**src/rtl/hks_pkg.sv**
```systemverilog
// Shared types and tap functions for the hybrid keystream generator.
// Assumes 80-bit registers; tap positions below are fixed for that length.
package hks_pkg;

    typedef enum logic [1:0] {
        PH_IDLE   = 2'd0,
        PH_INIT   = 2'd1,
        PH_STREAM = 2'd2
    } phase_e;

    // Galois injection depths of the three nonlinear feedback groups
    localparam int GD_A = 20;
    localparam int GD_B = 10;
    localparam int GD_C = 15;

    // Five-input nonlinear combining function
    function automatic logic mix5(input logic a, input logic b, input logic c,
                                  input logic d, input logic e);
        return (a & b) ^ (c & e) ^ (a & d & e) ^ (b & c & d) ^ d;
    endfunction

endpackage

```
**src/rtl/hks_ctrl.sv**
```systemverilog
// Phase sequencer: handles start/abort, the divide-by-N init enable,
// the round counter and the keystream handshake.
// Assumes start is a single-edge pulse; start has priority over any step.
module hks_ctrl #(
    parameter int ROUNDS = 160,
    parameter int DIV    = 4,
    localparam int CW    = $clog2(ROUNDS + 1),
    localparam int DW    = (DIV > 1) ? $clog2(DIV) : 1
) (
    input  logic          clk,
    input  logic          rst_n,
    input  logic          start,
    input  logic          ks_ready,
    output logic          load,
    output logic          step,
    output logic          init_mode,
    output logic          warm,
    output logic [CW-1:0] steps_done,
    output logic          ks_valid
);
    import hks_pkg::*;

    localparam logic [DW-1:0] DIV_LAST   = DW'(DIV - 1);
    localparam logic [CW-1:0] ROUND_LAST = CW'(ROUNDS - 1);

    phase_e        phase_q;
    logic [DW-1:0] div_q;
    logic [CW-1:0] rounds_q;
    logic          div_tick;

    // Divided enable: true on the last phase of each init slot
    always_comb div_tick = (div_q == DIV_LAST);

    // Step decision: throttled in init, handshake-paced in stream
    always_comb begin
        step = 1'b0;
        if (!start) begin
            if (phase_q == PH_INIT)        step = div_tick;
            else if (phase_q == PH_STREAM) step = ks_ready;
        end
    end

    // Phase, divider and round counter registers
    always_ff @(posedge clk) begin
        if (!rst_n) begin
            phase_q  <= PH_IDLE;
            div_q    <= '0;
            rounds_q <= '0;
        end else if (start) begin
            phase_q  <= PH_INIT;
            div_q    <= '0;
            rounds_q <= '0;
        end else if (phase_q == PH_INIT) begin
            if (div_tick) begin
                div_q    <= '0;
                rounds_q <= rounds_q + 1'b1;
                if (rounds_q == ROUND_LAST) phase_q <= PH_STREAM;
            end else begin
                div_q <= div_q + 1'b1;
            end
        end
    end

    assign load       = start;
    assign init_mode  = (phase_q == PH_INIT);
    assign warm       = (phase_q == PH_STREAM);
    assign steps_done = rounds_q;
    assign ks_valid   = (phase_q == PH_STREAM);

endmodule

```
**src/rtl/hks_lfsr.sv**
```systemverilog
// Linear register: loads IV into the low bits with ones above, then
// shifts toward bit 0 feeding tap XOR (plus optional output feedback) in at the top.
// Assumes IV_W < LEN so at least one bit is forced to one.
module hks_lfsr #(
    parameter int LEN  = 80,
    parameter int IV_W = 64
) (
    input  logic            clk,
    input  logic            rst_n,
    input  logic            load,
    input  logic            step,
    input  logic [IV_W-1:0] iv,
    input  logic            fb_extra,
    output logic [LEN-1:0]  state
);
    logic [LEN-1:0] state_q;
    logic [LEN-1:0] load_val;
    logic           lin_fb;

    // Load image: IV low, ones high
    generate
        if (IV_W < LEN) begin : g_pad
            assign load_val = {{(LEN - IV_W){1'b1}}, iv};
        end else begin : g_nopad
            assign load_val = iv[LEN-1:0];
        end
    endgenerate

    // Primitive-polynomial tap XOR
    always_comb lin_fb = state_q[0] ^ state_q[13] ^ state_q[23] ^ state_q[38]
                       ^ state_q[51] ^ state_q[62] ^ fb_extra;

    // Register update
    always_ff @(posedge clk) begin
        if (!rst_n)      state_q <= '0;
        else if (load)   state_q <= load_val;
        else if (step)   state_q <= {lin_fb, state_q[LEN-1:1]};
    end

    assign state = state_q;

endmodule

```
**src/rtl/hks_nfsr_galois.sv**
```systemverilog
// Nonlinear register in Galois form: the top stage takes the linear part,
// and three nonlinear groups are injected at stages LEN-1-depth, evaluated on
// bits shifted down by that depth. A group is suppressed until 'depth' steps
// have elapsed since load, so the sequence equals the end-fed form.
// Assumes LEN = 80 and all read taps lie below the lowest injection stage.
module hks_nfsr_galois #(
    parameter int LEN = 80,
    parameter int CW  = 8
) (
    input  logic           clk,
    input  logic           rst_n,
    input  logic           load,
    input  logic           step,
    input  logic [LEN-1:0] key,
    input  logic           lin_bit,
    input  logic           fb_extra,
    input  logic [CW-1:0]  steps_done,
    input  logic           warm,
    output logic [LEN-1:0] state
);
    import hks_pkg::*;

    localparam int POS_A = LEN - 1 - GD_A;
    localparam int POS_B = LEN - 1 - GD_B;
    localparam int POS_C = LEN - 1 - GD_C;
    localparam logic [CW-1:0] DA = CW'(GD_A);
    localparam logic [CW-1:0] DB = CW'(GD_B);
    localparam logic [CW-1:0] DC = CW'(GD_C);

    logic [LEN-1:0] q;
    logic [LEN-1:0] inject;
    logic [LEN-1:0] nxt;
    logic           live_a, live_b, live_c;
    logic           term_a, term_b, term_c;

    // Group enables: a group may act only once its source step exists
    always_comb begin
        live_a = warm || (steps_done >= DA);
        live_b = warm || (steps_done >= DB);
        live_c = warm || (steps_done >= DC);
    end

    // Nonlinear groups read on taps shifted down by their depth
    always_comb begin
        term_a = (q[40] & q[32]) ^ q[25];
        term_b = (q[53] & q[50] & q[27]) ^ (q[18] & q[11]);
        term_c = (q[37] & q[30] & q[22] & q[18]) ^ (q[6] & q[2]);
    end

    // Injection vector across stages
    always_comb begin
        inject        = '0;
        inject[POS_A] = term_a & live_a;
        inject[POS_B] = term_b & live_b;
        inject[POS_C] = term_c & live_c;
    end

    // Next state: plain shift plus injections; top stage takes linear part
    generate
        for (genvar i = 0; i < LEN - 1; i++) begin : g_stage
            assign nxt[i] = q[i+1] ^ inject[i];
        end
    endgenerate
    assign nxt[LEN-1] = lin_bit ^ q[0] ^ q[13] ^ fb_extra;

    // Register update
    always_ff @(posedge clk) begin
        if (!rst_n)     q <= '0;
        else if (load)  q <= key;
        else if (step)  q <= nxt;
    end

    assign state = q;

endmodule

```
**src/rtl/hks_combiner.sv**
```systemverilog
// Output function: linear taps of the nonlinear register XOR a five-input
// nonlinear mix of linear-register taps and one nonlinear tap.
// Assumes every nonlinear tap lies below the Galois injection stages.
module hks_combiner #(
    parameter int NLEN = 80,
    parameter int LLEN = 80
) (
    input  logic [NLEN-1:0] nstate,
    input  logic [LLEN-1:0] lstate,
    output logic            z
);
    import hks_pkg::*;

    // Combined output bit
    always_comb z = nstate[1] ^ nstate[2] ^ nstate[4] ^ nstate[10] ^ nstate[31]
                  ^ nstate[43] ^ nstate[56]
                  ^ mix5(lstate[3], lstate[25], lstate[46], lstate[64], nstate[50]);

endmodule

```
**src/rtl/hybrid_keystream_gen.sv**
```systemverilog
// Top level: sequencer, linear register, Galois nonlinear register and
// output combiner. Output feedback is gated by the init phase.
// Assumes default lengths (taps are fixed for 80-bit registers).
module hybrid_keystream_gen #(
    parameter int NLEN      = 80,
    parameter int LLEN      = 80,
    parameter int IV_W      = 64,
    parameter int DIV_RATIO = 4,
    localparam int INIT_ROUNDS = 2 * NLEN,
    localparam int CW          = $clog2(INIT_ROUNDS + 1)
) (
    input  logic            clk,
    input  logic            rst_n,
    input  logic            start,
    input  logic [NLEN-1:0] key,
    input  logic [IV_W-1:0] iv,
    input  logic            ks_ready,
    output logic            ks_valid,
    output logic            ks_bit
);
    logic            load, step, init_mode, warm;
    logic [CW-1:0]   steps_done;
    logic [LLEN-1:0] lfsr_q;
    logic [NLEN-1:0] nfsr_q;
    logic            z;
    logic            zfb;

    hks_ctrl #(.ROUNDS(INIT_ROUNDS), .DIV(DIV_RATIO)) ctrl_i (
        .clk(clk), .rst_n(rst_n), .start(start), .ks_ready(ks_ready),
        .load(load), .step(step), .init_mode(init_mode), .warm(warm),
        .steps_done(steps_done), .ks_valid(ks_valid)
    );

    // Output feedback only while initializing
    always_comb zfb = z & init_mode;

    hks_lfsr #(.LEN(LLEN), .IV_W(IV_W)) lfsr_i (
        .clk(clk), .rst_n(rst_n), .load(load), .step(step), .iv(iv),
        .fb_extra(zfb), .state(lfsr_q)
    );

    hks_nfsr_galois #(.LEN(NLEN), .CW(CW)) nfsr_i (
        .clk(clk), .rst_n(rst_n), .load(load), .step(step), .key(key),
        .lin_bit(lfsr_q[0]), .fb_extra(zfb), .steps_done(steps_done),
        .warm(warm), .state(nfsr_q)
    );

    hks_combiner #(.NLEN(NLEN), .LLEN(LLEN)) comb_i (
        .nstate(nfsr_q), .lstate(lfsr_q), .z(z)
    );

    assign ks_bit = z;

endmodule

```
**config.mk**
```make
export PLATFORM = sky130hd
export DESIGN_NAME = hybrid_keystream_gen
export DESIGN_NICKNAME = d
export VERILOG_FILES = /design/src/rtl/hks_pkg.sv /design/src/rtl/hks_ctrl.sv /design/src/rtl/hks_lfsr.sv /design/src/rtl/hks_nfsr_galois.sv /design/src/rtl/hks_combiner.sv /design/src/rtl/hybrid_keystream_gen.sv
export SDC_FILE = /design/constraint.sdc
export NUM_CORES = 1
export LEC_CHECK = 0
export BUFFER_PORTS_ARGS = -buffer_cell sky130_fd_sc_hd__buf_4
export CAP_MARGIN = 25
export CORE_MARGIN = 2
export CORE_UTILIZATION = 30
export CTS_BUF_LIST = sky130_fd_sc_hd__clkbuf_2 sky130_fd_sc_hd__clkbuf_4 sky130_fd_sc_hd__clkbuf_8
export CTS_CLUSTER_SIZE = 24
export DETAILED_ROUTE_END_ITERATION = 10
export MAX_ROUTING_LAYER = met4
export PLACE_DENSITY_LB_ADDON = 0.12
export RECOVER_POWER = 25
export SKIP_LAST_GASP = 1
export SYNTH_ARGS = -nofsm -noshare
export SYNTH_HDL_FRONTEND = slang
export SYNTH_SLANG_ARGS = --single-unit
```
**constraint.sdc**
```tcl
create_clock -name clk -period 2.15 [get_ports clk]
set_input_delay 0.215 -clock clk [delete_from_list [all_inputs] [get_ports clk]]
set_output_delay 0.215 -clock clk [all_outputs]
set_load 0.02 [all_outputs]
```
# After elaboration in Yosys (flattened, before gate mapping)

Cells that the tools add are included.

Word-level logic and storage cells: 83
Bits in registers: 172
Input port bits: 148

Equality and inequality tests: 4
$add $sub $neg: 2
Bitwise logic cells: 45
Reductions and logical operators: 11
Muxes and demuxes: 12
$lt $le $gt $ge: 3

Operator list:

| kind                  | count |
|---|---|
| $mux W80              | 4 |
| $xor A1 B1 Y1         | 26 |
| $and A1 B1 Y1         | 18 |
| $ge A8 B4 Y1 const B  | 2 |
| $add A8 B1 Y8 const B | 1 |
| $eq A8 B8 Y1 const B  | 1 |
| $ge A8 B5 Y1 const B  | 1 |
| $reduce_bool A2 Y1    | 4 |
| $mux W1               | 7 |
| $reduce_and A3 Y1     | 2 |
| $eq A2 B2 Y1 const B  | 2 |
| $logic_or A1 B1 Y1    | 3 |
| $add A2 B1 Y2 const B | 1 |
| $eq A2 B1 Y1 const B  | 1 |
| $mux W2               | 1 |
| $reduce_and A2 Y1     | 1 |
| $reduce_or A2 Y1      | 1 |
| $not A1 Y1            | 1 |

# Longest topological paths before layout

Gate-level depths: netlist (run 1).

Depth after elaboration: 11
Depth in mapped cells: 9
Depth with buffers taken out: 7

# Modules after synthesis

Synthesis (run 1) repeated with hierarchy kept, for this count alone.

Cells, all modules: 883
Area total of the unflattened synthesis: 8185.4 sq um

Modules (own cells, without submodules):

| module               | area an instance (sq um) | cells an instance | instances |
|---|---|---|---|
| hks_nfsr_galois      | 3806.2                   | 460               | 1 |
| hks_lfsr             | 3662.3                   | 342               | 1 |
| hks_ctrl             | 599.3                    | 66                | 1 |
| hks_combiner         | 111.4                    | 14                | 1 |
| hybrid_keystream_gen | 6.3                      | 1                 | 1 |

# Worst setup path after synthesis (run 1)

OpenSTA, ideal clock, no wires.

Path type: flip-flop to flip-flop
From: reg lfsr_i.state_q[64], in the netlist lfsr_i.state[64]
To: reg nfsr_i.q[79], in the netlist nfsr_i.state[79]
Cell stages (with the launch flop): 8
Data arrival time: 1.727 ns
Setup slack: 0.338 ns
Setup time: 0.086 ns
Buffers on the path: 0
Period minus slack after synthesis: 1.812 ns
Cells stage by stage: dfxtp_1 -> a21boi_1 -> xnor2_1 -> xnor2_1 -> xnor2_1 -> nand2_1 -> xnor2_1 -> a211oi_1

Word-level cells in the longest chain between the ends: 10
Elaborated cells on any way between the ends: 11
Those cells by class: mux (2); bitwise (9)

Ends and longest elaborated chain:

| what                        | line                       | source |
|---|---|---|
| start: declaration          | hks_lfsr.sv:16             | `logic [LEN-1:0] state_q;` |
| start signal: assignment    | hks_lfsr.sv:36             | `else if (load) state_q <= load_val;` |
| start signal: assignment    | hks_lfsr.sv:37             | `else if (step) state_q <= {lin_fb, state_q[LEN-1:1]};` |
| $and A1 B1 Y1 (2 in series) | hks_pkg.sv:19              | `return (a & b) ^ (c & e) ^ (a & d & e) ^ (b & c & d) ^ d;` |
| $xor A1 B1 Y1 (2 in series) | hks_pkg.sv:19              |  |
| $xor A1 B1 Y1 (*)           | hks_pkg.sv:19              |  |
| $xor A1 B1 Y1 (*)           | hks_combiner.sv:17         | `^ mix5(lstate[3], lstate[25], lstate[46], lstate[64], nstate[50]);` |
| named net ks_bit            | hybrid_keystream_gen.sv:19 | `output logic ks_bit` |
| $and A1 B1 Y1 (*)           | hybrid_keystream_gen.sv:35 | `always_comb zfb = z & init_mode;` |
| $xor A1 B1 Y1 (*)           | hks_nfsr_galois.sv:64      | `assign nxt[LEN-1] = lin_bit ^ q[0] ^ q[13] ^ fb_extra;` |
| $mux W80 (*)                | hks_nfsr_galois.sv:70      | `else if (step) q <= nxt;` |
| $mux W80 (*)                | hks_nfsr_galois.sv:69      | `else if (load) q <= key;` |
| end signal: assignment      | hks_nfsr_galois.sv:69      |  |
| end signal: assignment      | hks_nfsr_galois.sv:70      |  |
| end: declaration            | hks_nfsr_galois.sv:30      | `logic [LEN-1:0] q;` |

Mark *: on every way through the listed nets, which the timed path passes. The rest lies on a longest branch. The select of a mux whose other input is x is not followed.
A chain may end at the register's enable or synchronous reset.

# Worst setup path after layout (run 1)

From: reg nfsr_i.q[43], in the netlist nfsr_i.state[43]
To: out ks_bit

Word-level cells in the longest chain between the ends: 3

Ends and longest elaborated chain:

| what                        | line                       | source |
|---|---|---|
| $xor A1 B1 Y1 (2 in series) | hks_combiner.sv:16         | `^ nstate[43] ^ nstate[56]` |
| $xor A1 B1 Y1               | hks_combiner.sv:17         |  |
| end: declaration            | hybrid_keystream_gen.sv:19 |  |

Every way passes these cells.

==> report_table.html, run 1 <==
<table>
<tr><th>Metric</th><th>Value</th></tr>
<tr><th colspan="2">Run status</th></tr>
<tr><td>Run status</td><td>finished, final reports clean</td></tr>
<tr><th colspan="2">Placed design</th></tr>
<tr><td>Count of buffers from port buffering</td><td>149</td></tr>
<tr><td>Post-DP HPWL</td><td>14300 µm</td></tr>
<tr><td>Number of placed instances, taps included</td><td>1406</td></tr>
<tr><td>Final estimated routing congestion in global placement</td><td>0.719</td></tr>
<tr><th colspan="2">Global route</th></tr>
<tr><td>Global router's overall resource usage</td><td>15.5%</td></tr>
<tr><td>First-pass GRT wire length</td><td>around 35000 µm</td></tr>
<tr><td>Total grt overflow</td><td>0</td></tr>
<tr><td>Antenna violations before repair</td><td>0</td></tr>
<tr><td>Largest net degree at the start of global routing</td><td>54</td></tr>
<tr><td>Vias in the first global route</td><td>6899</td></tr>
<tr><th colspan="2">Worst setup path</th></tr>
<tr><td>Worst r2r path cells</td><td>6</td></tr>
<tr><td>Slack of the worst reg-to-reg path</td><td>160 ps</td></tr>
<tr><td>Crit. End Element</td><td>output port</td></tr>
<tr><td>CP Launch Type</td><td>flip-flop</td></tr>
<tr><td>Maximum fanout count along the critical path</td><td>3</td></tr>
<tr><td>Endpoint of the worst-slack reg-to-reg timing path</td><td>lfsr_i.state[36]$_SDFFE_PN0P_</td></tr>
<tr><td>Crit path required time</td><td>1930 ps</td></tr>
<tr><td>Arrival time of data at the critical path endpoint</td><td>1780 ps</td></tr>
<tr><td>Path type of the worst setup path</td><td>reg -&gt; out</td></tr>
<tr><td>Source of the worst register-to-register timing path</td><td>ctrl_i.phase_q[1]$_SDFFE_PP0P_</td></tr>
<tr><th colspan="2">Synth</th></tr>
<tr><td>Fraction of post-synthesis cell area in the top cell type by area</td><td>42.3%</td></tr>
<tr><td>Count of different cell masters after synthesis</td><td>39</td></tr>
<tr><td>Register area share after synthesis</td><td>42.3%</td></tr>
<tr><td>Count of yosys warnings during synthesis</td><td>0</td></tr>
<tr><td>Area of the mapped netlist</td><td>between 0.008 and 0.009 mm²</td></tr>
<tr><td>Number of register bits inferred by synthesis</td><td>172</td></tr>
<tr><td>Nets in the synthesized netlist</td><td>1132</td></tr>
<tr><td>Number of enable flip-flop cells after synthesis</td><td>0</td></tr>
<tr><td>Leading area contributor after synthesis</td><td>dfxtp_1</td></tr>
<tr><td>Mean Syn Cell Area</td><td>8.29 µm²</td></tr>
<tr><td>List of most frequent post-synthesis cells</td><td>nand2_1 (323), dfxtp_1 (172), nor2_1 (159)</td></tr>
<tr><td>Most used flip-flop cell after synthesis</td><td>dfxtp_1</td></tr>
<tr><td>Cells after synthesis</td><td>981</td></tr>
<tr><td>Top post-synthesis cells by area</td><td>dfxtp_1 (42%), nand2_1 (15%), a311oi_2 (15%)</td></tr>
<tr><td>Dominant cell by count in the synthesized netlist</td><td>nand2_1</td></tr>
<tr><td>Share of synthesized registers carrying an async set or reset</td><td>0%</td></tr>
<tr><th colspan="2">Pwr</th></tr>
<tr><td>Maximum vdd drop</td><td>0.264 mV</td></tr>
<tr><td>Pwr/cell area</td><td>659 mW/mm²</td></tr>
<tr><td>Leakage component of the power</td><td>3.71 nW</td></tr>
<tr><th colspan="2">Floorplan</th></tr>
<tr><td>Starting utilization of the core area</td><td>30.4%</td></tr>
<tr><td>Full die area</td><td>roughly 0.028 mm²</td></tr>
<tr><td>Die H</td><td>169 µm</td></tr>
<tr><td>Ports placed on the boundary</td><td>150</td></tr>
<tr><td>Number of cell rows</td><td>60</td></tr>
<tr><td>Area of the core</td><td>about 0.027 mm²</td></tr>
<tr><td>Horizontal die dimension</td><td>about 170 µm</td></tr>
<tr><th colspan="2">Routing</th></tr>
<tr><td>Vias per cell</td><td>4.89</td></tr>
<tr><td>First DRT Iteration DRCs</td><td>406</td></tr>
<tr><td>DRC violation count after routing</td><td>0</td></tr>
<tr><td>Via count</td><td>7041</td></tr>
<tr><td>Length of the first detailed-routing pass in iterations</td><td>4</td></tr>
<tr><td>Average wire length per cell after detail routing</td><td>about 15 µm</td></tr>
<tr><td>Total Wirelength</td><td>around 22000 µm</td></tr>
<tr><td>Remaining antenna violation count after routing</td><td>0</td></tr>
<tr><th colspan="2">Min path</th></tr>
<tr><td>Hold path depth</td><td>3</td></tr>
<tr><td>Endpoint of the worst hold path</td><td>nfsr_i.state[45]$_SDFFE_PN0P_</td></tr>
<tr><td>Hold Crit Class</td><td>in -&gt; reg</td></tr>
<tr><td>Startpoint of the tightest hold check path</td><td>key[45]</td></tr>
<tr><th colspan="2">Clock network</th></tr>
<tr><td>Clock buffer count from CTS</td><td>17</td></tr>
<tr><td>CTS tree</td><td>done</td></tr>
<tr><td>Clk Latency, worst-skew pair</td><td>450 ps</td></tr>
<tr><td>Number of clock sinks</td><td>approximately 170</td></tr>
<tr><td>CTS clock-pin slew for the worst setup and hold paths</td><td>100 ps</td></tr>
<tr><td>Maximum buffer depth of the clock tree</td><td>2</td></tr>
<tr><td>CTS H-Tree Depth</td><td>4</td></tr>
<tr><td>Clock tree root driver cell</td><td>clkbuf_8</td></tr>
<tr><th colspan="2">Final layout</th></tr>
<tr><td>Combined flip-flop and latch cell area</td><td>0.00345 mm²</td></tr>
<tr><td>Non-filler instance count after layout</td><td>1441</td></tr>
<tr><td>Layout cells sized above 1</td><td>26.2%</td></tr>
<tr><td>Area growth from synthesis to layout</td><td>24.0%</td></tr>
<tr><td>Count of nets after finishing</td><td>between 1000 and 1500</td></tr>
<tr><td>Footprint of the multi-input gates</td><td>between 0.004 and 0.005 mm²</td></tr>
<tr><td>Filler cell count</td><td>2752</td></tr>
<tr><td>Diodes inserted</td><td>0</td></tr>
<tr><th colspan="2">STA</th></tr>
<tr><td>Crit share post-route</td><td>92.7%</td></tr>
<tr><td>Worst clock skew</td><td>14.6 ps</td></tr>
<tr><td>Maximum operating frequency</td><td>502 MHz</td></tr>
<tr><td>Setup repair after global routing missed its margin</td><td>no</td></tr>
<tr><td>Final hold violation count</td><td>0</td></tr>
<tr><td>Fin. max-slew vios</td><td>0</td></tr>
<tr><td>Count of endpoints failing setup in the final report</td><td>0</td></tr>
<tr><td>Worst slew margin relative to its limit</td><td>65.2%</td></tr>
<tr><td>Hold slack final</td><td>37.2 ps</td></tr>
<tr><td>Tmin final</td><td>1990 ps</td></tr>
<tr><td>Slew at the pin with the worst max-slew slack</td><td>522 ps</td></tr>
<tr><td>Accumulated negative setup slack</td><td>0 ps</td></tr>
<tr><th colspan="2">Flow run</th></tr>
<tr><td>Reported max-cap violation count</td><td>0</td></tr>
</table>
[kinds of logic after synthesis]
group	synth area share (%)
flip-flops	42.3
buffers and inverters	5.71
XOR/XNOR	3.01
AND/OR/NAND/NOR	23.9
AO/OA/AOI/OAI	24.3
adder cells (fa/ha/maj)	0.462
multiplexers	0.246
[metal layers]
metal,part of all wire [%],GRT usage (%),up-vias
met2,44,23.4,118
li1,-,-,3602
met5,0,-,-
met1,50,20.8,3314
met4,0.72,3.07,0
met3,4.9,4.30,7
[critical path, cell delays in order (launching register included)]
cell	delay, ps
dfxtp_4	400
xor2_4	200
xnor2_1	110
xnor2_1	240
xnor2_2	170
buf_4	200
[stage by stage]
| step | power (mW) | setup slack (ps) | util [%] | instance area [µm²] |
|---|---|---|---|---|
| floorplan | 4.16 | 338 | - | 8130 |
| global placement | 4.58 | 234 | 36.2 | 9700 |
| detailed placement | 4.59 | 154 | 36.2 | 9700 |
| CTS | 6.77 | 30.5 | 37.8 | 10100 |
| global route | 7.00 | 2.40 | 37.6 | 10100 |
| finish | 6.65 | 157 | 37.6 | 10100 |
[power by group]
part / switching (mW) / internal (mW) / leakage (nW) / total (mW)
combinational: 0.487 / 0.511 / 2.10 / 0.999
clock: 1.15 / 0.958 / 0.173 / 2.11
sequential: 0.134 / 3.40 / 1.43 / 3.53
[sequential cells by signal, summed over array words and instances (netlist names)]
signal,flops
lfsr_i.state,80
nfsr_i.state,80
ctrl_i.steps_done,8
ctrl_i.div_q,2
ctrl_i.phase_q,2
[what timing repair did]
action / 4_1_cts / 5_1_grt
gates resized for setup: 3 / 6
endpoints found under the setup margin: 1 / 1
cloned: 0 / 0
buffers inserted: 1 / 0
hold buffers: 5 / 0
pin swaps: 1 / 3
endpoints found under the hold margin: 5 / 0
[layout make-up]
type / instances / area share (%)
clock buffers: 21 / 2.68
repair buffers: 179 / 16.0
flip-flops and latches: 172 / 34.2
clock inverters: 8 / 0.719
well taps: 341 / 4.23
multi-input cells: 715 / 41.8
inverters: 5 / 0.310
[how the worst max path moves through the flow]
stage,start,to,slack [ps]
5_1_grt,lfsr_i.state[64]$_SDFFE_PN0P_,ks_bit,2
2_1_floorplan,lfsr_i.state[64]$_SDFFE_PN0P_,nfsr_i.state[79]$_SDFFE_PN0P_,340
3_3_place_gp,nfsr_i.state[43]$_SDFFE_PN0P_,nfsr_i.state[79]$_SDFFE_PN0P_,230
6_report,nfsr_i.state[43]$_SDFFE_PN0P_,ks_bit,160
4_1_cts,nfsr_i.state[56]$_SDFFE_PN0P_,ks_bit,30
3_5_place_dp,nfsr_i.state[43]$_SDFFE_PN0P_,nfsr_i.state[79]$_SDFFE_PN0P_,150
[placed cells by master (no fill, tap or decap), types with 3 or more instances in the layout]
cell,n
nand2_1,323
dfxtp_1,167
nor2_1,159
buf_4,153
a311oi_2,73
a311oi_1,68
buf_12,21
clkbuf_8,18
xnor2_1,16
a31oi_1,16
xor2_1,10
a21oi_1,10
dlygate4sd3_1,5
o21ai_1,4
clkinv_2,4
dfxtp_2,4
inv_1,3
nand4_1,3
nand3_1,3
a211oi_1,3
ha_1,3
clkbuf_4,3
clkinvlp_4,3
(Power assumes the default switching activity.)
==> inputs of run 2 (changes only) <==
Settings changed: CTS_CLUSTER_SIZE 24 to 12, GPL_TIMING_DRIVEN set to 0.
==> report_table.html, run 2 (synthesis gave the netlist of run 1 again) <==
<table>
<tr><th>Metric</th><th>Value</th></tr>
<tr><th colspan="2">Run status</th></tr>
<tr><td>Run status</td><td>finished, final reports clean</td></tr>
<tr><th colspan="2">Placed design</th></tr>
<tr><td>Count of buffers from port buffering</td><td>149</td></tr>
<tr><td>Placed instance area</td><td>0.00968 mm²</td></tr>
<tr><td>Final estimated routing congestion in global placement</td><td>0.765</td></tr>
<tr><td>Post-DP HPWL</td><td>16700 µm</td></tr>
<tr><td>Number of placed instances, taps included</td><td>~1500</td></tr>
<tr><th colspan="2">Worst setup path</th></tr>
<tr><td>CP Launch Type</td><td>flip-flop</td></tr>
<tr><td>Worst path top cell family by delay</td><td>XOR/XNOR gates</td></tr>
<tr><td>Number of buffers and inverters on the critical path</td><td>1</td></tr>
<tr><td>Arrival time of data at the critical path endpoint</td><td>a little under 2000 ps</td></tr>
<tr><td>Crit-path slowest cell</td><td>dfxtp_1</td></tr>
<tr><td>Crit path required time</td><td>1930 ps</td></tr>
<tr><td>Slack of the worst reg-to-reg path</td><td>roughly 60 ps</td></tr>
<tr><td>Maximum fanout count along the critical path</td><td>4</td></tr>
<tr><td>Most frequent cell on the critical path</td><td>xnor2_1</td></tr>
<tr><td>Crit. End Element</td><td>output port</td></tr>
<tr><td>Critical-path cell list</td><td>xor2_2 &gt; xnor2_1 &gt; xnor2_1 &gt; xnor2_2 &gt; buf_4</td></tr>
<tr><td>Largest stage delay on the critical path</td><td>440 ps</td></tr>
<tr><td>Source of the worst register-to-register timing path</td><td>ctrl_i.phase_q[0]$_SDFFE_PN0P_</td></tr>
<tr><td>Path type of the worst setup path</td><td>reg -&gt; out</td></tr>
<tr><td>Worst r2r path cells</td><td>9</td></tr>
<tr><td>Endpoint of the worst-slack reg-to-reg timing path</td><td>nfsr_i.state[16]$_SDFFE_PN0P_</td></tr>
<tr><th colspan="2">Final layout</th></tr>
<tr><td>Most common cell after layout, fill and taps aside</td><td>nand2_1</td></tr>
<tr><td>Post-route cell area</td><td>~0.01 mm²</td></tr>
<tr><td>Combined flip-flop and latch cell area</td><td>0.00344 mm²</td></tr>
<tr><td>Footprint of the multi-input gates</td><td>0.00423 mm²</td></tr>
<tr><td>Count of nets after finishing</td><td>1307</td></tr>
<tr><td>Diodes inserted</td><td>0</td></tr>
<tr><td>Non-filler instance count after layout</td><td>approximately 1500</td></tr>
<tr><td>Highest-count cells in the layout ignoring fill and taps</td><td>nand2_1 (323), dfxtp_1 (172), nor2_1 (159)</td></tr>
<tr><td>Area growth from synthesis to layout</td><td>24.9%</td></tr>
<tr><td>Layout cells sized above 1</td><td>approximately a quarter</td></tr>
<tr><td>Filler cell count</td><td>2797</td></tr>
<tr><th colspan="2">Routing</th></tr>
<tr><td>Vias per cell</td><td>4.85</td></tr>
<tr><td>Length of the first detailed-routing pass in iterations</td><td>5</td></tr>
<tr><td>DRC violation count after routing</td><td>0</td></tr>
<tr><td>Via count</td><td>7331</td></tr>
<tr><td>Total Wirelength</td><td>23100 µm</td></tr>
<tr><td>Average wire length per cell after detail routing</td><td>15.3 µm</td></tr>
<tr><td>Remaining antenna violation count after routing</td><td>0</td></tr>
<tr><td>First DRT Iteration DRCs</td><td>453</td></tr>
<tr><th colspan="2">Min path</th></tr>
<tr><td>Endpoint of the worst hold path</td><td>lfsr_i.state[10]$_SDFFE_PN0P_</td></tr>
<tr><td>Hold Crit Class</td><td>in -&gt; reg</td></tr>
<tr><td>Hold path depth</td><td>3</td></tr>
<tr><td>Startpoint of the tightest hold check path</td><td>iv[10]</td></tr>
<tr><th colspan="2">STA</th></tr>
<tr><td>Maximum operating frequency</td><td>466 MHz</td></tr>
<tr><td>Slew at the pin with the worst max-slew slack</td><td>about 1000 ps</td></tr>
<tr><td>Worst clock skew</td><td>19.6 ps</td></tr>
<tr><td>Crit share post-route</td><td>99.8%</td></tr>
<tr><td>Fin. max-slew vios</td><td>0</td></tr>
<tr><td>Final hold violation count</td><td>0</td></tr>
<tr><td>Tmin final</td><td>~2100 ps</td></tr>
<tr><td>Worst slew margin relative to its limit</td><td>30.1%</td></tr>
<tr><td>Count of endpoints failing setup in the final report</td><td>0</td></tr>
<tr><td>Hold slack final</td><td>32.1 ps</td></tr>
<tr><td>Setup repair after global routing missed its margin</td><td>yes</td></tr>
<tr><th colspan="2">Floorplan</th></tr>
<tr><td>Area of the core</td><td>0.0268 mm²</td></tr>
<tr><td>Horizontal die dimension</td><td>169 µm</td></tr>
<tr><td>Die H</td><td>between 150 and 200 µm</td></tr>
<tr><td>Number of cell rows</td><td>60</td></tr>
<tr><td>Starting utilization of the core area</td><td>30.4%</td></tr>
<tr><td>Full die area</td><td>about 0.028 mm²</td></tr>
<tr><td>Ports placed on the boundary</td><td>150</td></tr>
<tr><th colspan="2">Clock network</th></tr>
<tr><td>Clk Latency, worst-skew pair</td><td>approximately 460 ps</td></tr>
<tr><td>Clock buffer count from CTS</td><td>17</td></tr>
<tr><td>Clock tree root driver cell</td><td>clkbuf_8</td></tr>
<tr><td>Number of clock sinks</td><td>172</td></tr>
<tr><td>CTS H-Tree Depth</td><td>4</td></tr>
<tr><td>CTS tree</td><td>done</td></tr>
<tr><td>Maximum buffer depth of the clock tree</td><td>2</td></tr>
<tr><td>CTS clock-pin slew for the worst setup and hold paths</td><td>100 ps</td></tr>
<tr><th colspan="2">Flow run</th></tr>
<tr><td>Reported max-cap violation count</td><td>0</td></tr>
<tr><th colspan="2">Global route</th></tr>
<tr><td>Total grt overflow</td><td>0</td></tr>
<tr><td>Antenna violations before repair</td><td>0</td></tr>
<tr><td>First-pass GRT wire length</td><td>37200 µm</td></tr>
<tr><td>Global router's overall resource usage</td><td>16.9%</td></tr>
<tr><td>Largest net degree at the start of global routing</td><td>17</td></tr>
<tr><td>Vias in the first global route</td><td>7150</td></tr>
<tr><th colspan="2">Pwr</th></tr>
<tr><td>Maximum vdd drop</td><td>approximately 0.33 mV</td></tr>
<tr><td>Leakage component of the power</td><td>roughly 3.7 nW</td></tr>
<tr><td>Pwr/cell area</td><td>a little under 700 mW/mm²</td></tr>
</table>
[run 2: worst max-delay path by stage]
stage / cells past startpoint / end / slack, ps / startpoint
after floorplan: 7 / nfsr_i.state[79]$_SDFFE_PN0P_ / 340 / lfsr_i.state[64]$_SDFFE_PN0P_
after global placement: 5 / nfsr_i.state[53]$_SDFFE_PN0P_ / -160 / start
after detailed placement: 5 / nfsr_i.state[52]$_SDFFE_PN0P_ / -190 / start
after CTS: 5 / ks_bit / -70 / nfsr_i.state[43]$_SDFFE_PN0P_
after global routing: 5 / ks_bit / -120 / nfsr_i.state[43]$_SDFFE_PN0P_
final: 5 / ks_bit / 5 / nfsr_i.state[43]$_SDFFE_PN0P_
[run 2: power by group]
part | switching [mW] | leakage [nW] | internal (mW) | total (mW)
sequential | 0.135 | 1.43 | 3.40 | 3.53
combinational | 0.504 | 2.09 | 0.483 | 0.988
clock | 1.26 | 0.198 | 1.14 | 2.40
total | 1.90 | 3.72 | 5.02 | 6.92
[run 2: per-layer routing]
layer	global-route usage, %	share of wire, %	wire [µm]
met4	3.75	0.84	193
met2	25.0	45	10300
met1	23.8	51	11800
met3	3.11	3.4	797
met5	-	0	0
[run 2: through the flow]
stage,TNS (ps),power [mW],setup slack (ps),utilization [%]
6_report,0,6.92,5.28,37.9
5_1_grt,-4630,7.27,-123,37.9
4_1_cts,-68.3,7.00,-68.3,37.9
3_5_place_dp,-9510,4.58,-195,36.1
3_3_place_gp,-6000,4.57,-164,36.1
2_1_floorplan,0,4.16,338,-
[run 2: worst register-to-register path: stages (launching register included)]
cell	delay (ps)
dfxtp_1	350
nor2b_1	150
buf_6	130
and2_1	150
clkbuf_1	180
a21oi_4	210
clkbuf_2	300
buf_6	190
nand2_1	60
a311oi_1	280
[run 2: layout make-up]
type,instances,area share (%)
plain buffers,89,4.29
clock buffers,21,2.72
clock inverters,11,1.31
inverters,5,0.185
multi-input cells,715,41.7
flip-flops and latches,172,33.9
well taps,341,4.20
repair buffers,156,11.7
[run 2: repair_timing]
| action | 4_1_cts | 5_1_grt |
|---|---|---|
| hold buffers | 6 | 1 |
| resized for setup | 2 | 6 |
| setup buffers | 0 | 0 |
| hold endpoints to repair | 6 | 1 |
| setup endpoints to repair | 61 | 70 |
| pin swaps | 0 | 2 |
==> inputs of run 3 (changes only) <==
--- a/constraint.sdc
+++ b/constraint.sdc
@@ -3,2 +3,2 @@
 set_output_delay 0.215 -clock clk [all_outputs]
-set_load 0.02 [all_outputs]
+set_load 0.005 [all_outputs]
==> report_table.html, run 3 (synthesis gave the netlist of run 1 again) <==
<table>
<tr><th>Metric</th><th>Value</th></tr>
<tr><th colspan="2">Final layout</th></tr>
<tr><td>Area growth from synthesis to layout</td><td>25.0%</td></tr>
<tr><td>Layout cells sized above 1</td><td>25.1%</td></tr>
<tr><td>Filler cell count</td><td>2794</td></tr>
<tr><td>Most common cell after layout, fill and taps aside</td><td>nand2_1</td></tr>
<tr><td>Diodes inserted</td><td>0</td></tr>
<tr><td>Footprint of the multi-input gates</td><td>0.00423 mm²</td></tr>
<tr><td>Highest-count cells in the layout ignoring fill and taps</td><td>nand2_1 (323), dfxtp_1 (172), nor2_1 (159)</td></tr>
<tr><td>Combined flip-flop and latch cell area</td><td>between 0.003 and 0.004 mm²</td></tr>
<tr><td>End-of-flow core utilization</td><td>37.9%</td></tr>
<tr><td>Count of nets after finishing</td><td>1307</td></tr>
<tr><th colspan="2">Pwr</th></tr>
<tr><td>Clock network fraction of total power</td><td>around a third</td></tr>
<tr><td>Leakage component of the power</td><td>about 3.7 nW</td></tr>
<tr><td>Pwr/cell area</td><td>680 mW/mm²</td></tr>
<tr><td>Relative contribution of sequential cells to total power</td><td>51.2%</td></tr>
<tr><td>Maximum vdd drop</td><td>0.335 mV</td></tr>
<tr><td>Sw Pwr</td><td>1.89 mW</td></tr>
<tr><td>Gate power share</td><td>14.1%</td></tr>
<tr><td>Switching share of power</td><td>27.4%</td></tr>
<tr><td>Internal power of the cells</td><td>between 5 and 6 mW</td></tr>
<tr><th colspan="2">STA</th></tr>
<tr><td>Count of endpoints failing setup in the final report</td><td>0</td></tr>
<tr><td>Setup repair after global routing missed its margin</td><td>yes</td></tr>
<tr><td>Tmin final</td><td>2140 ps</td></tr>
<tr><td>Fin. max-slew vios</td><td>0</td></tr>
<tr><td>Final hold violation count</td><td>0</td></tr>
<tr><td>Crit share post-route</td><td>between 90% and 100%</td></tr>
<tr><td>Slew at the pin with the worst max-slew slack</td><td>1050 ps</td></tr>
<tr><td>Worst clock skew</td><td>19.6 ps</td></tr>
<tr><td>Maximum operating frequency</td><td>468 MHz</td></tr>
<tr><td>PnR worst setup slack</td><td>about 11 ps</td></tr>
<tr><td>Accumulated negative setup slack</td><td>0 ps</td></tr>
<tr><td>Worst slew margin relative to its limit</td><td>between 30 and 40%</td></tr>
<tr><th colspan="2">Clock network</th></tr>
<tr><td>CTS clock-pin slew for the worst setup and hold paths</td><td>about 100 ps</td></tr>
<tr><td>Clock buffer count from CTS</td><td>17</td></tr>
<tr><td>Number of clock sinks</td><td>approximately 170</td></tr>
<tr><td>Clock tree root driver cell</td><td>clkbuf_8</td></tr>
<tr><td>Clk Latency, worst-skew pair</td><td>460 ps</td></tr>
<tr><td>CTS H-Tree Depth</td><td>4</td></tr>
<tr><td>Maximum buffer depth of the clock tree</td><td>2</td></tr>
<tr><td>CTS tree</td><td>done</td></tr>
<tr><td>Buffers inserted during post-CTS setup optimization</td><td>0</td></tr>
<tr><th colspan="2">Routing</th></tr>
<tr><td>Vias per cell</td><td>4.86</td></tr>
<tr><td>Average wire length per cell after detail routing</td><td>between 15 and 20 µm</td></tr>
<tr><td>Total Wirelength</td><td>23100 µm</td></tr>
<tr><td>DRC violation count after routing</td><td>0</td></tr>
<tr><td>Via count</td><td>7341</td></tr>
<tr><td>First DRT Iteration DRCs</td><td>between 400 and 500</td></tr>
<tr><td>Remaining antenna violation count after routing</td><td>0</td></tr>
<tr><td>Length of the first detailed-routing pass in iterations</td><td>5</td></tr>
<tr><th colspan="2">Run status</th></tr>
<tr><td>Run status</td><td>finished, final reports clean</td></tr>
<tr><th colspan="2">Flow run</th></tr>
<tr><td>Reported max-cap violation count</td><td>0</td></tr>
<tr><th colspan="2">Placed design</th></tr>
<tr><td>Dpl ws</td><td>-195 ps</td></tr>
<tr><td>Post-DP HPWL</td><td>16700 µm</td></tr>
<tr><td>Final estimated routing congestion in global placement</td><td>roughly 0.77</td></tr>
<tr><td>Count of buffers from port buffering</td><td>149</td></tr>
<tr><th colspan="2">Worst setup path</th></tr>
<tr><td>Crit. End Element</td><td>output port</td></tr>
<tr><td>Path type of the worst setup path</td><td>reg -&gt; out</td></tr>
<tr><td>Maximum fanout count along the critical path</td><td>4</td></tr>
<tr><td>Worst r2r path cells</td><td>9</td></tr>
<tr><td>Arrival time of data at the critical path endpoint</td><td>1920 ps</td></tr>
<tr><td>CP Launch Type</td><td>flip-flop</td></tr>
<tr><td>Crit path required time</td><td>1930 ps</td></tr>
<tr><th colspan="2">Floorplan</th></tr>
<tr><td>Number of cell rows</td><td>60</td></tr>
<tr><td>Full die area</td><td>approximately 0.028 mm²</td></tr>
<tr><td>Starting utilization of the core area</td><td>30.4%</td></tr>
<tr><td>Horizontal die dimension</td><td>roughly 170 µm</td></tr>
<tr><td>Area of the core</td><td>0.0268 mm²</td></tr>
<tr><td>Ports placed on the boundary</td><td>150</td></tr>
<tr><td>Die H</td><td>169 µm</td></tr>
<tr><th colspan="2">Min path</th></tr>
<tr><td>Hold Crit Class</td><td>in -&gt; reg</td></tr>
<tr><td>Hold path depth</td><td>3</td></tr>
<tr><th colspan="2">Global route</th></tr>
<tr><td>Total grt overflow</td><td>0</td></tr>
<tr><td>Largest net degree at the start of global routing</td><td>17</td></tr>
<tr><td>Global router's overall resource usage</td><td>around 17%</td></tr>
<tr><td>Antenna violations before repair</td><td>0</td></tr>
<tr><td>First-pass GRT wire length</td><td>37200 µm</td></tr>
<tr><td>Vias in the first global route</td><td>7150</td></tr>
</table>
## run 3: cell counts in the layout (fill, tap and decap cells not counted)
Identical to the previous run, type by type.
## run 3: power groups by stage
stage	clock [mW]	sequential, mW	combinational (mW)
2_1_floorplan	0	3.56	0.577
3_3_place_gp	0	3.61	0.953
3_5_place_dp	0	3.60	0.965
4_1_cts	2.48	3.53	0.977
5_1_grt	2.61	3.56	1.08
6_report	2.40	3.53	0.974
## run 3: routing by layer
layer / vias up / GRT usage, % / part of all wire (%)
met1: 3450 / 23.8 / 51
met3: 9 / 3.11 / 3.4
met2: 148 / 25.0 / 45
met5: - / - / 0
li1: 3734 / - / -
met4: 0 / 3.75 / 0.71
## run 3: final timing paths
check	slack, ps	from	endpoint
max	10	nfsr_i.state[43]$_SDFFE_PN0P_	ks_bit
min	30	iv[10]	lfsr_i.state[10]$_SDFFE_PN0P_
max reg2reg	40	ctrl_i.phase_q[0]$_SDFFE_PN0P_	nfsr_i.state[52]$_SDFFE_PN0P_
min reg2reg	470	lfsr_i.state[75]$_SDFFE_PN0P_	lfsr_i.state[74]$_SDFFE_PN0P_
## run 3: repair_timing
action / CTS / global route
resized for setup: 2 / 6
hold endpoints to repair: 6 / 1
hold buffers: 6 / 1
setup endpoints to repair: 61 / 70
## run 3: metrics by stage
step | instance area, µm² | power [mW] | hold slack [ps] | cells
after floorplan | 8130 | 4.14 | 359 | 981
after global placement | 9680 | 4.56 | 462 | 1471
after detailed placement | 9680 | 4.57 | 459 | 1471
after CTS | 10200 | 6.99 | 0.832 | 1509
after global routing | 10200 | 7.26 | 8.31 | 1510
final | 10200 | 6.91 | 31.7 | 1510
## run 3: worst max-delay path: stages, from the launching register on
cell and delay [ps]:
dfxtp_1 440, xor2_2 280, xnor2_1 130, xnor2_1 260, xnor2_2 180, buf_4 180
## run 3: layout make-up
cell class | count | share of cell area [%]
buffer | 89 | 4.38
inverter | 5 | 0.185
multi-input combinational | 715 | 41.6
clock inverter | 11 | 1.30
sequential | 172 | 33.9
tap | 341 | 4.20
clock buffer | 21 | 2.72
timing repair buffer | 156 | 11.7
